--- config.mk ---
export PLATFORM = sky130hd
export DESIGN_NAME = iochan_seq
export DESIGN_NICKNAME = d
export VERILOG_FILES = /design/src/rtl/iochan_pkg.sv /design/src/rtl/iochan_fetch.sv /design/src/rtl/iochan_move.sv /design/src/rtl/iochan_seq.sv
export SDC_FILE = /design/constraint.sdc
export NUM_CORES = 1
export LEC_CHECK = 0
export BUFFER_PORTS_ARGS = -buffer_cell sky130_fd_sc_hd__buf_2
export CORE_ASPECT_RATIO = 1.25
export CORE_MARGIN = 2
export CORE_UTILIZATION = 46
export DETAILED_ROUTE_END_ITERATION = 8
export GPL_ROUTABILITY_DRIVEN = 0
export HOLD_SLACK_MARGIN = 0.02
export PLACE_DENSITY_LB_ADDON = 0.3
export SLEW_MARGIN = 20
export SYNTH_ARGS = -nofsm -noshare
export SYNTH_HDL_FRONTEND = slang
export SYNTH_SLANG_ARGS = --single-unit
--- constraint.sdc ---
create_clock -name clk -period 3 [get_ports clk]
set_input_delay 0.15 -clock clk [delete_from_list [all_inputs] [get_ports clk]]
set_output_delay 0.15 -clock clk [all_outputs]
set_load 0.005 [all_outputs]
--- src/rtl/iochan_pkg.sv ---
package iochan_pkg;
  localparam int ADDR_W     = 24;
  localparam int LEN_W      = 16;
  localparam int BYTE_W     = 8;
  localparam int CMD_BYTES  = 8;
  localparam int CMD_BITS   = CMD_BYTES * BYTE_W;
  // field positions inside the assembled command
  localparam int OP_LSB     = CMD_BITS - BYTE_W;
  localparam int ADDR_LSB   = OP_LSB - ADDR_W;
  localparam int FLAG_LSB   = ADDR_LSB - BYTE_W;
  localparam int CHAIN_BIT  = 6;
  localparam logic [BYTE_W-1:0] OP_TO_MEM = 8'h02;
  localparam logic [BYTE_W-1:0] OP_TO_DEV = 8'h01;

  typedef struct packed {
    logic [BYTE_W-1:0] op;
    logic [ADDR_W-1:0] buf_addr;
    logic              chain;
    logic [LEN_W-1:0]  len;
  } cmd_t;

  typedef enum logic [1:0] {SQ_IDLE, SQ_FETCH, SQ_DECODE, SQ_MOVE} seq_state_t;
  typedef enum logic [2:0] {MV_IDLE, MV_ACCEPT, MV_FETCHB, MV_GAP, MV_LATCH, MV_OFFER} move_state_t;
endpackage

--- src/rtl/iochan_fetch.sv ---
module iochan_fetch
  import iochan_pkg::*;
(
  input  logic              clk,
  input  logic              rst,
  input  logic              go_i,
  input  logic [ADDR_W-1:0] base_i,
  output logic              req_o,
  output logic [ADDR_W-1:0] addr_o,
  input  logic [BYTE_W-1:0] rdata_i,
  output logic              done_o,
  output cmd_t              cmd_o
);
  localparam int IDX_W = $clog2(CMD_BYTES) + 1;

  logic [IDX_W-1:0]    issued_q, got_q;
  logic                req_q, pend_q, done_q;
  logic [ADDR_W-1:0]   base_q, addr_q;
  logic [CMD_BITS-1:0] word_q;

  always_ff @(posedge clk) begin
    if (rst) begin
      issued_q <= IDX_W'(CMD_BYTES);
      got_q    <= '0;
      req_q    <= 1'b0;
      pend_q   <= 1'b0;
      done_q   <= 1'b0;
      base_q   <= '0;
      addr_q   <= '0;
      word_q   <= '0;
    end else begin
      done_q <= 1'b0;
      pend_q <= req_q;
      if (go_i) begin
        base_q   <= base_i;
        issued_q <= '0;
        got_q    <= '0;
        req_q    <= 1'b0;
      end else if (issued_q < IDX_W'(CMD_BYTES)) begin
        req_q    <= 1'b1;
        addr_q   <= base_q + ADDR_W'(issued_q);
        issued_q <= issued_q + 1'b1;
      end else begin
        req_q <= 1'b0;
      end
      // bytes arrive most significant first
      if (pend_q) begin
        word_q <= {word_q[CMD_BITS-BYTE_W-1:0], rdata_i};
        got_q  <= got_q + 1'b1;
        if (got_q == IDX_W'(CMD_BYTES - 1)) done_q <= 1'b1;
      end
    end
  end

  assign req_o  = req_q;
  assign addr_o = addr_q;
  assign done_o = done_q;
  assign cmd_o  = '{op:       word_q[OP_LSB +: BYTE_W],
                    buf_addr: word_q[ADDR_LSB +: ADDR_W],
                    chain:    word_q[FLAG_LSB + CHAIN_BIT],
                    len:      word_q[LEN_W-1:0]};

  // command bytes requested at ascending addresses
  a_r2_fetch_ascending: assert property (@(posedge clk) disable iff (rst)
    (req_q && $past(req_q)) |-> (addr_q == $past(addr_q) + ADDR_W'(1)));
endmodule

--- src/rtl/iochan_move.sv ---
module iochan_move
  import iochan_pkg::*;
(
  input  logic              clk,
  input  logic              rst,
  input  logic              go_i,
  input  logic              to_mem_i,
  input  logic [ADDR_W-1:0] addr_i,
  input  logic [LEN_W-1:0]  len_i,
  output logic              mem_req_o,
  output logic              mem_we_o,
  output logic [ADDR_W-1:0] mem_addr_o,
  output logic [BYTE_W-1:0] mem_wdata_o,
  input  logic [BYTE_W-1:0] mem_rdata_i,
  input  logic              in_valid_i,
  input  logic [BYTE_W-1:0] in_data_i,
  output logic              in_ready_o,
  output logic              out_valid_o,
  output logic [BYTE_W-1:0] out_data_o,
  input  logic              out_ready_i,
  output logic              done_o
);
  move_state_t       st_q;
  logic [LEN_W-1:0]  left_q;
  logic [ADDR_W-1:0] ptr_q, maddr_q;
  logic [BYTE_W-1:0] mwdata_q, odata_q;
  logic              mreq_q, mwe_q, rdy_q, ovalid_q, done_q;

  always_ff @(posedge clk) begin
    if (rst) begin
      st_q     <= MV_IDLE;
      left_q   <= '0;
      ptr_q    <= '0;
      maddr_q  <= '0;
      mwdata_q <= '0;
      odata_q  <= '0;
      mreq_q   <= 1'b0;
      mwe_q    <= 1'b0;
      rdy_q    <= 1'b0;
      ovalid_q <= 1'b0;
      done_q   <= 1'b0;
    end else begin
      done_q <= 1'b0;
      mreq_q <= 1'b0;
      mwe_q  <= 1'b0;
      case (st_q)
        MV_IDLE: begin
          if (go_i) begin
            ptr_q  <= addr_i;
            left_q <= len_i;
            if (to_mem_i) begin
              st_q  <= MV_ACCEPT;
              rdy_q <= 1'b1;
            end else begin
              st_q <= MV_FETCHB;
            end
          end
        end
        MV_ACCEPT: begin
          if (in_valid_i && rdy_q) begin
            mreq_q   <= 1'b1;
            mwe_q    <= 1'b1;
            maddr_q  <= ptr_q;
            mwdata_q <= in_data_i;
            ptr_q    <= ptr_q + ADDR_W'(1);
            left_q   <= left_q - LEN_W'(1);
            if (left_q == LEN_W'(1)) begin
              rdy_q  <= 1'b0;
              done_q <= 1'b1;
              st_q   <= MV_IDLE;
            end
          end
        end
        MV_FETCHB: begin
          mreq_q  <= 1'b1;
          maddr_q <= ptr_q;
          st_q    <= MV_GAP;
        end
        MV_GAP: st_q <= MV_LATCH;
        MV_LATCH: begin
          odata_q  <= mem_rdata_i;
          ovalid_q <= 1'b1;
          st_q     <= MV_OFFER;
        end
        MV_OFFER: begin
          if (out_ready_i) begin
            ovalid_q <= 1'b0;
            ptr_q    <= ptr_q + ADDR_W'(1);
            left_q   <= left_q - LEN_W'(1);
            if (left_q == LEN_W'(1)) begin
              done_q <= 1'b1;
              st_q   <= MV_IDLE;
            end else begin
              st_q <= MV_FETCHB;
            end
          end
        end
        default: st_q <= MV_IDLE;
      endcase
    end
  end

  assign mem_req_o   = mreq_q;
  assign mem_we_o    = mwe_q;
  assign mem_addr_o  = maddr_q;
  assign mem_wdata_o = mwdata_q;
  assign in_ready_o  = rdy_q;
  assign out_valid_o = ovalid_q;
  assign out_data_o  = odata_q;
  assign done_o      = done_q;

  // every accepted device byte becomes a memory write on the next cycle
  a_r4_accept_writes: assert property (@(posedge clk) disable iff (rst)
    (in_valid_i && in_ready_o) |=> (mem_req_o && mem_we_o));
  // ready only while collecting bytes for memory
  a_r10_ready_in_accept: assert property (@(posedge clk) disable iff (rst)
    in_ready_o |-> (st_q == MV_ACCEPT));
  // an offered byte holds until taken
  a_r10_offer_holds: assert property (@(posedge clk) disable iff (rst)
    (out_valid_o && !out_ready_i) |=> (out_valid_o && $stable(out_data_o)));
  // no new memory read while a byte is still offered
  a_r5_one_byte_in_flight: assert property (@(posedge clk) disable iff (rst)
    (mem_req_o && !mem_we_o) |-> !out_valid_o);
endmodule

--- src/rtl/iochan_seq.sv ---
module iochan_seq
  import iochan_pkg::*;
(
  input  logic              clk,
  input  logic              rst,
  input  logic              start_i,
  input  logic [ADDR_W-1:0] prog_addr_i,
  output logic              mem_req_o,
  output logic              mem_we_o,
  output logic [ADDR_W-1:0] mem_addr_o,
  output logic [BYTE_W-1:0] mem_wdata_o,
  input  logic [BYTE_W-1:0] mem_rdata_i,
  input  logic              dev_in_valid_i,
  input  logic [BYTE_W-1:0] dev_in_data_i,
  output logic              dev_in_ready_o,
  output logic              dev_out_valid_o,
  output logic [BYTE_W-1:0] dev_out_data_o,
  input  logic              dev_out_ready_i,
  output logic              busy_o,
  output logic              done_o,
  output logic              err_o
);
  seq_state_t        st_q;
  logic [ADDR_W-1:0] cmd_addr_q;
  logic              fgo_q, mgo_q, busy_q, done_q, err_q;

  logic              f_req, f_done;
  logic [ADDR_W-1:0] f_addr;
  cmd_t              cmd;

  logic              m_req, m_we, m_done;
  logic [ADDR_W-1:0] m_addr;
  logic [BYTE_W-1:0] m_wdata;

  logic cmd_bad, chain_step;
  assign cmd_bad    = ((cmd.op != OP_TO_MEM) && (cmd.op != OP_TO_DEV)) || (cmd.len == '0);
  assign chain_step = (st_q == SQ_MOVE) && m_done && cmd.chain;

  iochan_fetch u_fetch (
    .clk     (clk),
    .rst     (rst),
    .go_i    (fgo_q),
    .base_i  (cmd_addr_q),
    .req_o   (f_req),
    .addr_o  (f_addr),
    .rdata_i (mem_rdata_i),
    .done_o  (f_done),
    .cmd_o   (cmd)
  );

  iochan_move u_move (
    .clk         (clk),
    .rst         (rst),
    .go_i        (mgo_q),
    .to_mem_i    (cmd.op == OP_TO_MEM),
    .addr_i      (cmd.buf_addr),
    .len_i       (cmd.len),
    .mem_req_o   (m_req),
    .mem_we_o    (m_we),
    .mem_addr_o  (m_addr),
    .mem_wdata_o (m_wdata),
    .mem_rdata_i (mem_rdata_i),
    .in_valid_i  (dev_in_valid_i),
    .in_data_i   (dev_in_data_i),
    .in_ready_o  (dev_in_ready_o),
    .out_valid_o (dev_out_valid_o),
    .out_data_o  (dev_out_data_o),
    .out_ready_i (dev_out_ready_i),
    .done_o      (m_done)
  );

  always_ff @(posedge clk) begin
    if (rst) begin
      st_q       <= SQ_IDLE;
      cmd_addr_q <= '0;
      fgo_q      <= 1'b0;
      mgo_q      <= 1'b0;
      busy_q     <= 1'b0;
      done_q     <= 1'b0;
      err_q      <= 1'b0;
    end else begin
      fgo_q <= 1'b0;
      mgo_q <= 1'b0;
      case (st_q)
        SQ_IDLE: begin
          if (start_i) begin
            cmd_addr_q <= prog_addr_i;
            fgo_q      <= 1'b1;
            busy_q     <= 1'b1;
            done_q     <= 1'b0;
            err_q      <= 1'b0;
            st_q       <= SQ_FETCH;
          end
        end
        SQ_FETCH: if (f_done) st_q <= SQ_DECODE;
        SQ_DECODE: begin
          if (cmd_bad) begin
            busy_q <= 1'b0;
            done_q <= 1'b1;
            err_q  <= 1'b1;
            st_q   <= SQ_IDLE;
          end else begin
            mgo_q <= 1'b1;
            st_q  <= SQ_MOVE;
          end
        end
        SQ_MOVE: begin
          if (m_done) begin
            if (cmd.chain) begin
              cmd_addr_q <= cmd_addr_q + ADDR_W'(CMD_BYTES);
              fgo_q      <= 1'b1;
              st_q       <= SQ_FETCH;
            end else begin
              busy_q <= 1'b0;
              done_q <= 1'b1;
              st_q   <= SQ_IDLE;
            end
          end
        end
        default: st_q <= SQ_IDLE;
      endcase
    end
  end

  // the fetch and move units never request in the same cycle
  assign mem_req_o   = f_req | m_req;
  assign mem_we_o    = m_we;
  assign mem_addr_o  = f_req ? f_addr : m_addr;
  assign mem_wdata_o = m_wdata;
  assign busy_o      = busy_q;
  assign done_o      = done_q;
  assign err_o       = err_q;

  // memory port idle outside a program
  a_r7_quiet_when_idle: assert property (@(posedge clk) disable iff (rst)
    !busy_o |-> !mem_req_o);
  // completion and busy are exclusive
  a_r7_done_not_busy: assert property (@(posedge clk) disable iff (rst)
    done_o |-> !busy_o);
  // error only reported together with completion
  a_r8_err_with_done: assert property (@(posedge clk) disable iff (rst)
    err_o |-> done_o);
  // start while busy leaves the command pointer alone
  a_r9_busy_start_ignored: assert property (@(posedge clk) disable iff (rst)
    (busy_o && start_i && !chain_step) |=> $stable(cmd_addr_q));
  // fetch and move units never share the memory port
  a_r6_port_exclusive: assert property (@(posedge clk) disable iff (rst)
    !(f_req && m_req));
endmodule

==> results.toml, run 1 <==
[synthesis]
synth_most_common_cell = "dfxtp_1"
ys_top_cells_by_area = "dfxtp_1, mux2i_1, nor2_1"
syn_area_sq_um = 11500
synth_edf_count = 0
async_reset_ff_share_pct = 0
synth_top_area_cell = "dfxtp_1"
netlist_top_cells_count = "dfxtp_1, nor2_1, mux2i_1"
synth-xor-area-share_pct = 0.533
synth_compound_area_share_pct = 16.7
ys.flop_type = "dfxtp_1"
synth_area_per_cell_sq_um = 8.97
synth_top_family_by_area = "simple AND/OR/NAND/NOR gates"
synth.distinct_cells = 70
ys_seq_area_share_pct = 42.1
syn-num-nets = 1344
postSynthCellCount = 1283
synth-simple-area-share_pct = 20.3
synth-seq-cells = 242
synth_warnings = 0
synth.area.mux_share_pct = 14.4
synth_adder_area_share_pct = 1.80
synth_top_area_share_pct = 42.1

[power]
powerDensity_nw_per_um2 = 643
ir_drop_mv = 0.502
leakagePower_uw = 0.00479

[critical_path]
endpoint_kind = "flip-flop"
r2r-start = "u_move.st_q[0]"
arrival_ps = 2730
cp.required_ps = 3430
critical_path.slowest_cell = "dfxtp_1"
path_max_fanout = 34
max_stage_delay_ps = 610
cp-start-kind = "flip-flop"
path_cells = "and3_1 -> o311a_2 -> buf_4 -> a21oi_1 -> a311oi_1"
crit_type = "reg2reg"
cp-startpoint = "u_move.st_q[0]"

[cells_and_area]
n_fill_cell = 2252
design_area_sq_um = 13500
area_growth_pct = 17.5
finalNetCount = 1424
post-route-util_pct = 55.2
num_antenna_cells = 0
drive_gt1_share_pct = 15.1

[clocking]
cts_hold_buffers = 37
cts_resized = 0
cts_sinks = 242
clkSlewWorstSetupHoldPaths_ps = 60
cts_made_buffers = 26
cts_tree = "built"
post_cts_buffers = 0
h-tree-depth = 1
cts_root_buf = "clkbuf_16"
clk_latency_ps = 530
clk_path_buf_depth = 3

[sta]
slew_headroom_pct = 34.6
fmax_ghz = 0.435
fin_crit_ps = 2300
tns_ps = 0
max_slew.worst_pin.slew_ps = 973
setup_viol = 0
fin_skew_ps = 8.51
fin_crit_sh_pct = 76.6
fin_ws_ps = 703
rsz0062_at_grt = "no"
slew_viol_final = 0
finalHoldViolations = 0

[floorplanning]
core_area_sq_um = 24500
io_pins = 92
die_x_um = 145
rows = 64
die-area_sq_um = 26300
die_h_um = 181
initial_core_util_pct = 47.0

[hold_path]
min_from = "prog_addr_i[8]"
hp-class = "in2reg"

[drt]
dr.pass1.iters = 7
drc = 0
dr.first_iter.drc_count = 581
ant_nets = 0
wl_per_cell_um = 16.9
drt-vias-per-instance = 5.75
routed_wl_um = 29000
vias = 9843

[placement]
io_buffers = 91
dpl-instance-area_sq_um = 12200
dp_hpwl_um = 19500
place_ws_ps = 773

[global_routing]
track_usage_pct = 21.1
grt_pass1_wl_um = 46800
antenna_found_initial = 0
grt_max_degree = 110
grt-ovfl-total = 0
first_global_vias = 9304

[run_status]
outcome = "completed"

[run]
maxCapViolCount = 0
metrics by stage:
step / hold slack, ps / instances / power (uW)
final: 45.6 / 1713 / 8700
after global placement: 386 / 1628 / 5140
after detailed placement: 395 / 1628 / 5190
after global routing: 78.2 / 1713 / 9090
after CTS: 31.5 / 1713 / 8760
after floorplan: 294 / 1283 / 4810
power breakdown:
group / switching, uW / internal, uW
Sequential: 360 / 3480
Combinational: 744 / 574
Clock: 1350 / 2190
cells in the final DEF (no fill, tap or decap), types with 5 or more instances in the layout:
cell and count:
a311oi_1 30, and4_1 8, a31oi_1 7, mux2i_1 137, a22oi_1 9, inv_1 19
a211oi_1 34, nand2b_1 10, nand2_1 52, bufinv_16 5, nor2b_1 18, nor3b_1 5
o21ai_0 40, o31ai_1 19, nor4_1 24, o2bb2ai_1 11, buf_2 90, mux2_2 25
dlygate4sd3_1 37, nand4_1 24, dfxtp_1 241, ha_1 15, nor3_1 29, buf_4 19
and3_1 6, o21bai_1 9, clkbuf_16 27, or3_1 10, nand3_1 33, a211o_1 7
and2_1 14, nor2_1 196, o21a_1 5, or4_1 17, o22ai_1 9, a21o_1 6
a21oi_1 50
critical path, delay by kind of cell, from the launching register on:
| family | cells | cell delay [ps] |
|---|---|---|
| AOI/OAI and AO/OA | 3 | 850 |
| buffers and inverters | 1 | 410 |
| DFF | 1 | 610 |
| and+or+nand+nor | 1 | 300 |
flip-flops by register name, indices dropped and copies added, names as in the netlist, 2 cells and up:
signal	cells
u_move.out_data_o	8
u_fetch.word_q	64
u_move.ptr_q	24
u_fetch.got_q	4
u_fetch.addr_o	24
u_move.st_q	3
st_q	2
u_fetch.issued_q	4
u_fetch.base_q	24
u_move.mem_wdata_o	8
u_move.mem_addr_o	24
cmd_addr_q	24
u_move.left_q	16
kinds of logic after synthesis:
group                    Yosys count
multiplexers                     162
flip-flops                       242
XOR/XNOR                           7
AO/OA/AOI/OAI                    274
adder cells (fa/ha/maj)           16
AND/OR/NAND/NOR                  466
buffers and inverters            116
path summary, 6_finish.rpt:
check | slack [ps] | end | cells after the start
setup / recovery | 700 | u_move.ptr_q[4] | 5
hold / removal | 50 | cmd_addr_q[8] | 4
setup reg to reg | 700 | u_move.ptr_q[4] | 5
hold reg to reg | 450 | u_fetch.done_o | 1
layer usage:
layer  global-route usage [%]  up-vias  routed length, um
met1                     24.4     4632              11900
met4                     6.55        0                767
li1                         -     4885                  -
met3                     2.88       55               1320
met2                     40.1      271              14900
met5                        0        -                  0
final cells by class:
class | instances | area, sq um | area share [%]
multi-input cells | 925 | 6220 | 46.0
flip-flops and latches | 242 | 4850 | 35.9
repair buffers | 149 | 1010 | 7.50
clock buffers | 34 | 742 | 5.49
well taps | 330 | 413 | 3.05
clock inverters | 14 | 218 | 1.61
inverters | 19 | 71.3 | 0.527
(Power assumes the default switching activity.)
==> run 2: changes to the inputs <==
==> constraint.sdc (replaced) <==
create_clock -name clk -period 2.1 [get_ports clk]
set_input_delay 0.105 -clock clk [delete_from_list [all_inputs] [get_ports clk]]
set_output_delay 0.105 -clock clk [all_outputs]
set_load 0.005 [all_outputs]
==> results.toml, run 2 (synthesis results as in run 1) <==
[clocking]
h-tree-depth = 1
cts_sinks = 242
clkSlewWorstSetupHoldPaths_ps = 60
clk_latency_ps = 520
cts_tree = "built"
cts_made_buffers = 25
cts_root_buf = "clkbuf_16"
clk_path_buf_depth = 3

[floorplanning]
io_pins = 92
rows = 64
initial_core_util_pct = 47.0
core_area_sq_um = 24500
die-area_sq_um = 26300
die_x_um = 145
die_h_um = 181

[power]
p_int_uw = 8730
fin_total_pwr_uw = 12200
p_comb_share_pct = 18.8
ir_drop_mv = 0.762
p_switching_uw = 3470
powerDensity_nw_per_um2 = 883
clkPwrFrac_pct = 36.8
seqPwrFrac_pct = 44.5
netSwitchingFraction_pct = 28.5
leakagePower_uw = 0.00498

[sta]
fin_skew_ps = 11.0
setup_viol = 0
max_slew.worst_pin.slew_ps = 571
slew_headroom_pct = 61.9
fin_crit_ps = 1990
fin_crit_sh_pct = 94.9
rsz0062_at_grt = "no"
tns_ps = 0
slew_viol_final = 0
finalHoldViolations = 0
fmax_ghz = 0.502

[critical_path]
cp-start-kind = "flip-flop"
arrival_ps = 2390
path_max_fanout = 4
critical_path.slowest_cell = "nor4_1"
max_stage_delay_ps = 490
cp_num_buf_inv = 1
crit_type = "reg2reg"
endpoint_kind = "flip-flop"
path_cells = "nor4_1 -> nand4_1 -> buf_4 -> a2111o_1 -> mux2_2"
cp.required_ps = 2500
crit_family = "simple AND/OR/NAND/NOR gates"

[global_routing]
grt_pass1_wl_um = 48300
grt-ovfl-total = 0
grt_max_degree = 73
track_usage_pct = 21.8
first_global_vias = 9640
antenna_found_initial = 0

[drt]
dr.first_iter.drc_count = 525
vias = 10000
dr.pass1.iters = 5
drt-vias-per-instance = 5.71
wl_per_cell_um = 16.9
drc = 0
ant_nets = 0
routed_wl_um = 29700

[placement]
io_buffers = 91
dp_hpwl_um = 20200

[run]
maxCapViolCount = 0

[run_status]
outcome = "completed"

[cells_and_area]
drive_gt1_share_pct = 17.2
largest_reg_flops = 64
final_cell_mix = "dfxtp_1, nor2_1, mux2i_1"
num_antenna_cells = 0
area_growth_pct = 20.1
finalNetCount = 1466
regMostFlops = "u_fetch.word_q"
final_common_cell = "dfxtp_1"

[hold_path]
hp-class = "in2reg"
-- run 2: metal layers --
layer	track usage, %	vias to the layer above	routed length [um]	share of wire [%]
met5	0	-	0	0
met4	8.98	0	1040	3.5
met3	2.83	71	1380	4.6
met2	39.6	277	15200	51
met1	25.9	4697	12100	41
li1	-	4968	-	-
-- run 2: layout make-up --
cell class,instances,area [sq um]
Clock buffer,37,711
Fill cell,2221,10700
Clock inverter,8,118
Sequential cell,242,4850
Inverter,19,71.3
Tap cell,330,413
Timing Repair Buffer,192,1440
Multi-Input combinational cell,925,6230
-- run 2: repair_timing --
item                                    in CTS  in global routing
hold buffers                                39                  0
buffers inserted                             0                  2
endpoints found under the setup margin       0                 13
hold endpoints to repair                    49                  0
gates resized for setup                      0                  5
-- run 2: through the flow --
stage	hold WS [ps]	setup WS (ps)	cell area [sq um]	instances	utilization (%)
finish	35.6	107	13800	1753	56.4
floorplan	249	135	11500	1283	-
global placement	341	71.4	12600	1666	51.2
global route	51.7	11.2	13800	1753	56.4
CTS	25.1	10.9	13800	1750	56.2
detailed placement	346	19.9	12600	1666	51.2
-- run 2: power groups by stage --
stage / clock (uW) / sequential, uW / combinational [uW]
2_1_floorplan: 0 / 5330 / 1540
3_3_place_gp: 0 / 5500 / 2030
3_5_place_dp: 0 / 5510 / 2060
4_1_cts: 4570 / 5410 / 2120
5_1_grt: 4770 / 5480 / 2500
6_report: 4490 / 5430 / 2290
-- run 2: worst register-to-register path, stage by stage, from the launching register on --
cell      delay [ps]
dfxtp_1          340
nor4_1           490
nand4_1          170
buf_4            200
a2111o_1         400
mux2_2           280
-- run 2: path summary, 6_finish.rpt --
check	startpoint	to	slack, ps	depth (start not counted)
worst max-delay path	u_fetch.word_q[11]	busy_o	110	5
worst min-delay path	rst	u_fetch.base_q[22]	40	2
worst max register to register	u_fetch.word_q[11]	busy_o	110	5
worst min register to register	u_fetch.got_q[3]	u_fetch.done_o	440	1
==> run 3: changes to the inputs <==
--- a/config.mk
+++ b/config.mk
@@ -5,6 +5,7 @@
 export SDC_FILE = /design/constraint.sdc
 export NUM_CORES = 1
 export LEC_CHECK = 0
+export ABC_AREA = 1
 export BUFFER_PORTS_ARGS = -buffer_cell sky130_fd_sc_hd__buf_2
 export CORE_ASPECT_RATIO = 1.25
 export CORE_MARGIN = 2
==> results.toml, run 3 <==
[run_status]
outcome = "completed"

[drt]
wl_per_cell_um = 14.3
drc = 0
vias = 11900
dr.first_iter.drc_count = 797
dr.pass1.iters = 5
routed_wl_um = 32000
ant_nets = 0
drt-vias-per-instance = 5.28

[floorplanning]
initial_core_util_pct = 46.7
io_pins = 92
die-area_sq_um = 26800
rows = 65
core_area_sq_um = 25100
die_x_um = 147
die_h_um = 183

[sta]
fin_crit_ps = 1950
fin_skew_ps = 16.0
fin_crit_sh_pct = 92.7
tns_ps = 0
slew_headroom_pct = 61.7
finalHoldViolations = 0
slew_viol_final = 0
setup_viol = 0
max_slew.worst_pin.slew_ps = 575
rsz0062_at_grt = "no"
fmax_ghz = 0.514
fin_ws_ps = 153

[global_routing]
grt_pass1_wl_um = 52800
grt_max_degree = 86
first_global_vias = 11200
track_usage_pct = 23.5
grt-ovfl-total = 0
antenna_found_initial = 0

[clocking]
cts_made_buffers = 25
clkSlewWorstSetupHoldPaths_ps = 60
h-tree-depth = 1
clk_path_buf_depth = 3
clk_latency_ps = 530
cts_root_buf = "clkbuf_16"
cts_sinks = 242
cts_tree = "built"

[critical_path]
r2r_end = "u_fetch.addr_o[12]"
cp.required_ps = 2000
critical_path.slowest_cell = "dfxtp_2"
path_cells = "clkinvlp_4 -> buf_4 -> o21ai_0 -> buf_2"
cp-startpoint = "u_fetch.req_o"
worstSetupEndpoint = "mem_addr_o[14]"
cp-start-kind = "flip-flop"
endpoint_kind = "primary output"
r2r-start = "u_fetch.issued_q[0]"
arrival_ps = 1840
regToRegSetupSlack_ps = 200
max_stage_delay_ps = 450
crit_type = "reg2out"
path_max_fanout = 23
ff2ff_path_depth = 11

[synthesis]
synth_edf_count = 0
ys_top_cells_by_area = "dfxtp_1, nand2_1, nor2_1"
synth_warnings = 0
ys_seq_area_share_pct = 41.3
syn-num-nets = 1841
ys.flop_type = "dfxtp_1"
synth-seq-cells = 242
async_reset_ff_share_pct = 0
synth_area_per_cell_sq_um = 6.60
synth_top_area_cell = "dfxtp_1"
netlist_top_cells_count = "nand2_1, nor2_1, dfxtp_1"
syn_area_sq_um = 11700
postSynthCellCount = 1780
synth.distinct_cells = 44
synth_most_common_cell = "nand2_1"
synth_top_area_share_pct = 41.3

[cells_and_area]
final_cells = 2246
seqCellArea_sq_um = 4850
largest_reg_flops = 64
post-route-util_pct = 55.4
drive_gt1_share_pct = 10.3
area_growth_pct = 18.5
multi_input_area_sq_um = 6000
final_cell_mix = "nand2_1, nor2_1, dfxtp_1"
regMostFlops = "u_fetch.word_q"
n_fill_cell = 2407
finalNetCount = 1953
final_common_cell = "nand2_1"
num_antenna_cells = 0

[placement]
dp_hpwl_um = 22400
place_ws_ps = 168
io_buffers = 91
place_inst = 2155

[power]
powerDensity_nw_per_um2 = 1160
ir_drop_mv = 0.622
leakagePower_uw = 0.00579

[hold_path]
hp-class = "in2reg"

[run]
maxCapViolCount = 0
[run 3: cell type report]
| type | instances | share of cell area [%] |
|---|---|---|
| clock buffer | 35 | 5.20 |
| clock inverter | 11 | 0.989 |
| inverter | 142 | 3.89 |
| multi-input combinational | 1311 | 43.1 |
| sequential | 242 | 34.8 |
| tap | 335 | 3.01 |
| timing repair buffer | 170 | 8.94 |
[run 3: worst min path at each step]
stage	from	endpoint	slack, ps	depth (start not counted)
5_1_grt	rst	u_fetch.req_o	140	3
6_report	rst	cmd_addr_q[23]	120	3
3_3_place_gp	mem_rdata_i[3]	u_move.out_data_o[3]	340	3
4_1_cts	rst	u_fetch.req_o	110	3
3_5_place_dp	mem_rdata_i[2]	u_move.out_data_o[2]	360	3
2_1_floorplan	mem_rdata_i[0]	u_move.out_data_o[0]	240	2
[run 3: critical path: cells and delay by family (launching register included)]
kind | cells | cell delay, ps
flip-flops | 1 | 450
buffers and inverters | 3 | 660
AO/OA/AOI/OAI | 1 | 200
[run 3: metrics by stage]
stage | cell area, sq um | power, uW | hold WS [ps]
2_1_floorplan | 11700 | 9750 | 240
3_3_place_gp | 12600 | 11300 | 345
3_5_place_dp | 12600 | 11400 | 356
4_1_cts | 13900 | 16100 | 111
5_1_grt | 13900 | 17200 | 140
6_report | 13900 | 16100 | 116
[run 3: cell families (layout without fill, tap and decap cells)]
kind of cell	Yosys count	after routing	share of synthesized area [%]
DFF	242	242	41.3
and+or+nand+nor	873	873	30.4
buffers and inverters	227	358	7.68
xor gates and xnor gates	11	11	0.821
AOI/OAI and AO/OA	411	411	18.1
adders and majority gates	16	16	1.77
[run 3: where the power goes]
group          switching [uW]  internal [uW]
clock network            1860           2770
registers                 784           5460
logic                    3340           1880
[run 3: per-layer routing]
| metal | track usage, % | wire length [um] | vias up |
|---|---|---|---|
| met5 | 0 | 0 | - |
| met4 | 10.3 | 1370 | 0 |
| met3 | 2.45 | 1410 | 98 |
| met2 | 42.8 | 15700 | 323 |
| met1 | 27.8 | 13600 | 5415 |
| li1 | - | - | 6026 |
[run 3: what timing repair did]
action / in CTS / in global routing
hold endpoints to repair: 52 / 0
buffers inserted: 2 / 0
hold buffers: 43 / 0
setup endpoints to repair: 4 / 4
resized for setup: 2 / 3
